[src/rtl/steer_pkg.sv]
package steer_pkg;

    localparam int NUM_PORTS = 6;
    localparam int NUM_ARITH = 4;
    localparam int PORT_W    = $clog2(NUM_PORTS);
    localparam int CLS_W     = 3;

    typedef enum logic [CLS_W-1:0] {
        CLS_ALU    = 3'd0,
        CLS_BRANCH = 3'd1,
        CLS_MUL    = 3'd2,
        CLS_CRC    = 3'd3,
        CLS_ADDR   = 3'd4
    } uop_cls_e;

    typedef logic [NUM_PORTS-1:0] port_mask_t;

    localparam port_mask_t ARITH_MASK  = port_mask_t'((1 << NUM_ARITH) - 1);
    localparam port_mask_t ADDR_MASK   = ~ARITH_MASK;
    localparam port_mask_t BRANCH_MASK = port_mask_t'(6'b000011);
    localparam port_mask_t MUL_MASK    = port_mask_t'(6'b000100);
    localparam port_mask_t CRC_MASK    = port_mask_t'(6'b001000);

    function automatic port_mask_t capable_ports(logic [CLS_W-1:0] cls);
        port_mask_t m;
        case (uop_cls_e'(cls))
            CLS_ALU:    m = ARITH_MASK;
            CLS_BRANCH: m = BRANCH_MASK;
            CLS_MUL:    m = MUL_MASK;
            CLS_CRC:    m = CRC_MASK;
            CLS_ADDR:   m = ADDR_MASK;
            default:    m = '0;
        endcase
        return m;
    endfunction

endpackage

[src/rtl/uop_steer.sv]
module uop_steer
    import steer_pkg::*;
#(
    parameter int GROUP  = 6,
    parameter int DEPTH  = 14,
    parameter int MAX_BR = 2,
    parameter int CNT_W  = $clog2(DEPTH + 1)
) (
    input  logic                              flush,
    input  logic [GROUP-1:0]                  valid,
    input  logic [GROUP-1:0][CLS_W-1:0]       cls,
    input  logic [NUM_PORTS-1:0][CNT_W-1:0]   occ,
    output logic [GROUP-1:0]                  accept,
    output logic [GROUP-1:0][PORT_W-1:0]      route
);

    logic [NUM_PORTS-1:0][CNT_W-1:0] run_occ;
    logic                            blocked;
    int                              br_seen;
    port_mask_t                      mask;
    logic                            found;
    logic [PORT_W-1:0]               best;

    // Program-order placement: each slot sees the occupancy left by older slots.
    always_comb begin
        run_occ = occ;
        blocked = 1'b0;
        br_seen = 0;
        accept  = '0;
        route   = '0;
        mask    = '0;
        found   = 1'b0;
        best    = '0;
        for (int i = 0; i < GROUP; i++) begin
            if (valid[i] && !blocked && !flush) begin
                mask = capable_ports(cls[i]);
                if (cls[i] == CLS_BRANCH && br_seen >= MAX_BR)
                    mask = '0;
                found = 1'b0;
                best  = '0;
                for (int p = 0; p < NUM_PORTS; p++) begin
                    if (mask[p] && run_occ[p] < CNT_W'(DEPTH) &&
                        (!found || run_occ[p] < run_occ[best])) begin
                        found = 1'b1;
                        best  = PORT_W'(p);
                    end
                end
                if (found) begin
                    accept[i]     = 1'b1;
                    route[i]      = best;
                    run_occ[best] = run_occ[best] + 1'b1;
                    if (cls[i] == CLS_BRANCH)
                        br_seen = br_seen + 1;
                end else begin
                    blocked = 1'b1;
                end
            end
        end
    end

endmodule

[src/rtl/sched_queue.sv]
module sched_queue #(
    parameter int DEPTH = 14,
    parameter int GROUP = 6,
    parameter int TAG_W = 8,
    parameter int CNT_W = $clog2(DEPTH + 1)
) (
    input  logic                         clk,
    input  logic                         rst,
    input  logic                         flush,
    input  logic [GROUP-1:0]             push,
    input  logic [GROUP-1:0][TAG_W-1:0]  push_tag,
    input  logic [DEPTH-1:0]             rdy,
    output logic [CNT_W-1:0]             count,
    output logic                         iss_valid,
    output logic [TAG_W-1:0]             iss_tag
);

    localparam int IDX_W = $clog2(DEPTH);

    logic [DEPTH-1:0][TAG_W-1:0] slots, nxt_slots;
    logic [CNT_W-1:0]            count_q, nxt_count;
    logic                        iss_found;
    logic [IDX_W-1:0]            iss_idx;
    int                          wr;

    // Oldest ready entry among the occupied ones (entries kept in age order).
    always_comb begin
        iss_found = 1'b0;
        iss_idx   = '0;
        for (int k = 0; k < DEPTH; k++) begin
            if (!iss_found && CNT_W'(k) < count_q && rdy[k]) begin
                iss_found = 1'b1;
                iss_idx   = IDX_W'(k);
            end
        end
    end

    assign iss_valid = iss_found && !flush;
    assign iss_tag   = slots[iss_idx];
    assign count     = count_q;

    // Compact over the issued entry, then append pushes in slot order.
    always_comb begin
        nxt_slots = slots;
        if (iss_valid) begin
            for (int k = 0; k < DEPTH - 1; k++) begin
                if (IDX_W'(k) >= iss_idx)
                    nxt_slots[k] = slots[k+1];
            end
        end
        wr = int'(count_q) - (iss_valid ? 1 : 0);
        for (int i = 0; i < GROUP; i++) begin
            if (push[i]) begin
                if (wr < DEPTH)
                    nxt_slots[IDX_W'(wr)] = push_tag[i];
                wr = wr + 1;
            end
        end
        nxt_count = flush ? '0 : CNT_W'(wr);
    end

    always_ff @(posedge clk) begin
        if (rst) begin
            count_q <= '0;
        end else begin
            count_q <= nxt_count;
        end
        slots <= nxt_slots;
    end

    AST_NO_OVERFLOW: assert property (@(posedge clk) disable iff (rst)
        count_q <= CNT_W'(DEPTH));

    AST_FLUSH_EMPTIES: assert property (@(posedge clk) disable iff (rst)
        flush |=> count_q == '0);

    AST_ISSUE_FROM_OCCUPIED: assert property (@(posedge clk) disable iff (rst)
        iss_valid |-> count_q != '0);

    AST_ISSUE_REMOVES: assert property (@(posedge clk) disable iff (rst)
        (iss_valid && push == '0 && !flush) |=> count_q == $past(count_q) - 1'b1);

endmodule

[src/rtl/int_port_steer.sv]
module int_port_steer
    import steer_pkg::*;
#(
    parameter int GROUP  = 6,
    parameter int DEPTH  = 14,
    parameter int TAG_W  = 8,
    parameter int MAX_BR = 2,
    localparam int CNT_W = $clog2(DEPTH + 1)
) (
    input  logic                              clk,
    input  logic                              rst,
    input  logic                              flush,
    input  logic [GROUP-1:0]                  grp_valid,
    input  logic [GROUP-1:0][CLS_W-1:0]       grp_cls,
    input  logic [GROUP-1:0][TAG_W-1:0]       grp_tag,
    input  logic [NUM_PORTS-1:0][DEPTH-1:0]   slot_rdy,
    output logic [GROUP-1:0]                  grp_accept,
    output logic                              grp_stall,
    output logic [NUM_PORTS-1:0]              iss_valid,
    output logic [NUM_PORTS-1:0][TAG_W-1:0]   iss_tag,
    output logic [NUM_PORTS-1:0][CNT_W-1:0]   q_count
);

    logic [GROUP-1:0][PORT_W-1:0] route;
    logic [GROUP-1:0]             is_branch;

    uop_steer #(
        .GROUP  (GROUP),
        .DEPTH  (DEPTH),
        .MAX_BR (MAX_BR),
        .CNT_W  (CNT_W)
    ) u_steer (
        .flush  (flush),
        .valid  (grp_valid),
        .cls    (grp_cls),
        .occ    (q_count),
        .accept (grp_accept),
        .route  (route)
    );

    assign grp_stall = |(grp_valid & ~grp_accept);

    always_comb begin
        for (int i = 0; i < GROUP; i++)
            is_branch[i] = (grp_cls[i] == CLS_BRANCH);
    end

    for (genvar p = 0; p < NUM_PORTS; p++) begin : g_port
        logic [GROUP-1:0] push;
        always_comb begin
            for (int i = 0; i < GROUP; i++)
                push[i] = grp_accept[i] && (route[i] == PORT_W'(p));
        end

        sched_queue #(
            .DEPTH (DEPTH),
            .GROUP (GROUP),
            .TAG_W (TAG_W),
            .CNT_W (CNT_W)
        ) u_queue (
            .clk       (clk),
            .rst       (rst),
            .flush     (flush),
            .push      (push),
            .push_tag  (grp_tag),
            .rdy       (slot_rdy[p]),
            .count     (q_count[p]),
            .iss_valid (iss_valid[p]),
            .iss_tag   (iss_tag[p])
        );
    end

    AST_BRANCH_CAP: assert property (@(posedge clk) disable iff (rst)
        $countones(grp_accept & is_branch) <= MAX_BR);

    AST_FLUSH_NO_ACCEPT: assert property (@(posedge clk) disable iff (rst)
        flush |-> (grp_accept == '0 && iss_valid == '0));

    for (genvar i = 0; i < GROUP; i++) begin : g_chk
        AST_CAPABLE_PORT: assert property (@(posedge clk) disable iff (rst)
            grp_accept[i] |-> |((capable_ports(grp_cls[i]) >> route[i]) & port_mask_t'(1)));

        AST_ACCEPT_VALID: assert property (@(posedge clk) disable iff (rst)
            grp_accept[i] |-> grp_valid[i]);

        if (i > 0) begin : g_order
            AST_IN_ORDER: assert property (@(posedge clk) disable iff (rst)
                (grp_valid[i] && grp_accept[i]) |-> (!grp_valid[i-1] || grp_accept[i-1]));
        end
    end

endmodule

[config.mk]
export PLATFORM = sky130hd
export DESIGN_NAME = int_port_steer
export DESIGN_NICKNAME = d
export VERILOG_FILES = /design/src/rtl/steer_pkg.sv /design/src/rtl/uop_steer.sv /design/src/rtl/sched_queue.sv /design/src/rtl/int_port_steer.sv
export SDC_FILE = /design/constraint.sdc
export NUM_CORES = 2
export LEC_CHECK = 0
export BUFFER_PORTS_ARGS = -buffer_cell sky130_fd_sc_hd__buf_4
export CAP_MARGIN = 20
export CELL_PAD_IN_SITES_DETAIL_PLACEMENT = 1
export CELL_PAD_IN_SITES_GLOBAL_PLACEMENT = 1
export CORE_ASPECT_RATIO = 0.75
export CORE_MARGIN = 10
export CORE_UTILIZATION = 30
export CTS_CLUSTER_DIAMETER = 150
export CTS_CLUSTER_SIZE = 16
export DETAILED_ROUTE_END_ITERATION = 10
export PLACE_DENSITY_LB_ADDON = 0.1
export SLEW_MARGIN = 20
export SYNTH_ARGS = -nofsm -noshare
export SYNTH_HDL_FRONTEND = slang
export SYNTH_SLANG_ARGS = --single-unit
[constraint.sdc]
create_clock -name clk -period 47.9 [get_ports clk]
set_clock_uncertainty 0.15 [all_clocks]
set_input_delay 4.79 -clock clk [delete_from_list [all_inputs] [get_ports clk]]
set_output_delay 4.79 -clock clk [all_outputs]
set_load 0.1 [all_outputs]
==> metrics.txt <==
Reg clk slew, reported paths 80 ps; io pins 244; initial antenna violation count 26; share of cells above drive strength 1 23.2%; CTS Hold Bufs 0; DRT antenna net count 0; Crit Path Max Fanout 7; Most used DFF post-synth dfxtp_1; Leak Pwr 41.3 nW; total CTS buffers 50; DP Wirelength 300 mm; yosys warns 0; CTS tree built; CTS max path bufs 3; P&R area growth vs syn 18.8%; failing checks setup timing; Final Wtd Congestion 0.944; largest net degree at the start of global routing 46; Max H-tree Level 2; CTS Sinks 696; worst slew pin tran 1300 ps; via-per-instance ratio 5.92; vias 78.3k; Die Area 262,000 um^2; drt drc 0; GRT Total Usage 30.1%; final WL 420 mm; synthesized cell area 72,500 um^2; Final nets 10.4k; remaining global-route overflow 0; Post-synth ARST share 0%; Crit path required time 42,960 ps; Worst VDD drop 0.0980 mV; number of global-route vias before repair 76.7k; Core ar. 241,000 um^2; syn_area_per_cell 7.62 um^2; slowest CP cell or4_4; Seq/Total Area, Yosys 19.2%; MaxCap Viol Count 0; initial cell density of the core 30.1%; flops & latches, synth 696; row count 156; Max Freq 20.7 MHz; Layout Cells excl Fill 13.2k; endpoints failing setup 2; max-slew violations 0; Post-synth EDFFs 0; chip width 588 um; PwrDens 71.6 nW/um^2; Setup CP Type in2out; Pwr Total 6.17 mW; Min-Delay Path Class reg2reg; fin area 86,100 um^2; status complete, but fails checks; Placed Area 81,400 um^2; Max transition margin 13.0%; global-route wire length before repair 587 mm; crit path capture type output pin; period utilization 101%; Die Y 446 um; Post-Synthesis Cells 9,517; min Tclk post-route 48,200 ps; post-route setup slack -298 ps; Routed WL per cell 31.7 um; fill count 28.8k; CTS root buf clkbuf_16; setup TNS -556 ps; Starting DRT DRC Count 7,801; port bufs 243; RSZ-0062 raised after global routing yes; Fin. Hold Viols 0; Worst EP arrival 43,260 ps; worst-skew pair later-pin latency 770 ps; Post-Place Cells 13.0k; crit-path max cell delay 580 ps; post-synthesis cell type count 152; crit-path most repeated cell ha_4; Pre-antenna DRT Iters 6; crit start category primary input
## Yosys cell counts (30+ instances only)
cell / instances / share of area [%]
mux4_2: 54 / 1.7
a211oi_1: 116 / 1.2
o211ai_1: 31 / 0.32
and2_1: 87 / 0.75
nor4_1: 30 / 0.26
mux2i_1: 1282 / 18
a31oi_1: 62 / 0.54
xnor2_1: 136 / 1.6
inv_1: 199 / 1.0
a21oi_1: 1228 / 8.5
and3_1: 75 / 0.65
o21a_1: 54 / 0.56
clkbuf_1: 588 / 3.0
mux2_2: 598 / 9.3
ha_1: 244 / 4.2
o21ai_0: 360 / 2.5
mux2_1: 83 / 1.3
buf_1: 34 / 0.18
o31ai_1: 31 / 0.32
nand4_1: 40 / 0.35
xor2_1: 63 / 0.76
nand3_1: 162 / 1.1
nand2_1: 918 / 4.8
nor2b_1: 61 / 0.53
a21o_1: 46 / 0.48
nor3_1: 86 / 0.59
o21ai_1: 33 / 0.23
dfxtp_1: 696 / 19
a32oi_1: 46 / 0.56
nor2_1: 1380 / 7.1
nand2b_1: 43 / 0.37
## report_power, final
part | internal (mW) | switching (mW) | total, mW | leakage [nW]
clock | 0.189 | 0.261 | 0.450 | 0.652
sequential | 0.681 | 0.118 | 0.799 | 5.65
combinational | 1.94 | 2.98 | 4.92 | 35.0
## cell families (layout without fill, tap and decap cells)
| kind of cell | count (synthesis) | count (layout) | synth area share, % |
|---|---|---|---|
| AO/OA/AOI/OAI | 2345 | 2345 | 19.6 |
| XOR/XNOR | 200 | 200 | 2.43 |
| adder cells (fa/ha/maj) | 250 | 250 | 4.29 |
| buffers and inverters | 907 | 1335 | 5.26 |
| flip-flops | 696 | 696 | 19.2 |
| multiplexers | 2024 | 2024 | 30.1 |
| other | 1 | 41 | 0.00517 |
| AND/OR/NAND/NOR | 3094 | 3094 | 19.1 |
## timing repair
action	4_1_cts	5_1_grt
cloned	0	0
setup buffers	68	107
endpoints found under the hold margin	0	0
pin swaps	107	213
setup endpoints to repair	265	410
gates resized for setup	133	275
## cell type report
cell class | count | area (um^2) | area share, %
clock inverter | 5 | 58.8 | 0.0683
timing repair buffer | 1070 | 8410 | 9.77
inverter | 208 | 785 | 0.911
clock buffer | 52 | 1270 | 1.47
tap | 3239 | 4050 | 4.71
sequential | 696 | 13900 | 16.2
antenna | 21 | 52.6 | 0.0610
multi-input combinational | 7933 | 57500 | 66.8
## per-stage QoR
stage          hold WS (ps)  util (%)  setup slack [ps]
5_1_grt                 223      35.8             -2170
3_3_place_gp            203      33.8              -795
2_1_floorplan           267         -              2.96
4_1_cts                 216      34.8             -14.5
6_report                215      35.8              -298
3_5_place_dp            205      33.8             -1940
## placed cells by master (no fill, tap or decap), types with 45 or more instances in the layout
master,instances
and2_1,84
a21oi_1,1186
dfxtp_1,696
nor2b_1,59
nand3_1,135
a21o_1,45
ha_1,195
a32oi_1,46
o21ai_0,321
nor2_1,1352
xor2_1,63
mux2i_1,1276
and3_1,69
buf_4,1011
mux2_2,577
clkbuf_16,50
xnor2_1,133
inv_1,193
mux4_2,54
nor3_1,73
nand2_1,901
a31oi_1,52
mux2_1,83
a211oi_1,102
o21a_1,49
## worst paths after layout
| path | from | end | slack [ps] | depth (start not counted) |
|---|---|---|---|---|
| setup reg to reg | g_port[0].u_queue.count[3]$_SDFF_PP0_ | g_port[5].u_queue.slots[54]$_DFF_P_ | 1970 | 250 |
| hold reg to reg | g_port[1].u_queue.slots[106]$_DFF_P_ | g_port[1].u_queue.slots[106]$_DFF_P_ | 210 | 0 |
| setup / recovery | grp_cls[1] | grp_stall | -300 | 220 |
| hold / removal | g_port[1].u_queue.slots[106]$_DFF_P_ | g_port[1].u_queue.slots[106]$_DFF_P_ | 210 | 0 |
## critical path: cells and delay by family
family	cells	cell delay, ps
simple gates	55	8170
buf+inv	22	2870
fa+ha+maj	24	6290
compound gates	107	18290
mux	8	2140
xor+xnor	4	640
## layer usage
metal | track usage, % | share of wire, % | routed length, um
met1 | 43.3 | 46 | 194000
met2 | 45.7 | 42 | 177000
met3 | 4.45 | 7.7 | 32400
met4 | 9.84 | 3.8 | 16000
met5 | 0 | 0.0055 | 23
## state kept, by name, summed over array words and instances (netlist names)
name	flops
g_port.u_queue.count	24
g_port.u_queue.slots	672
Note: power is estimated with default switching activity, not from simulation.
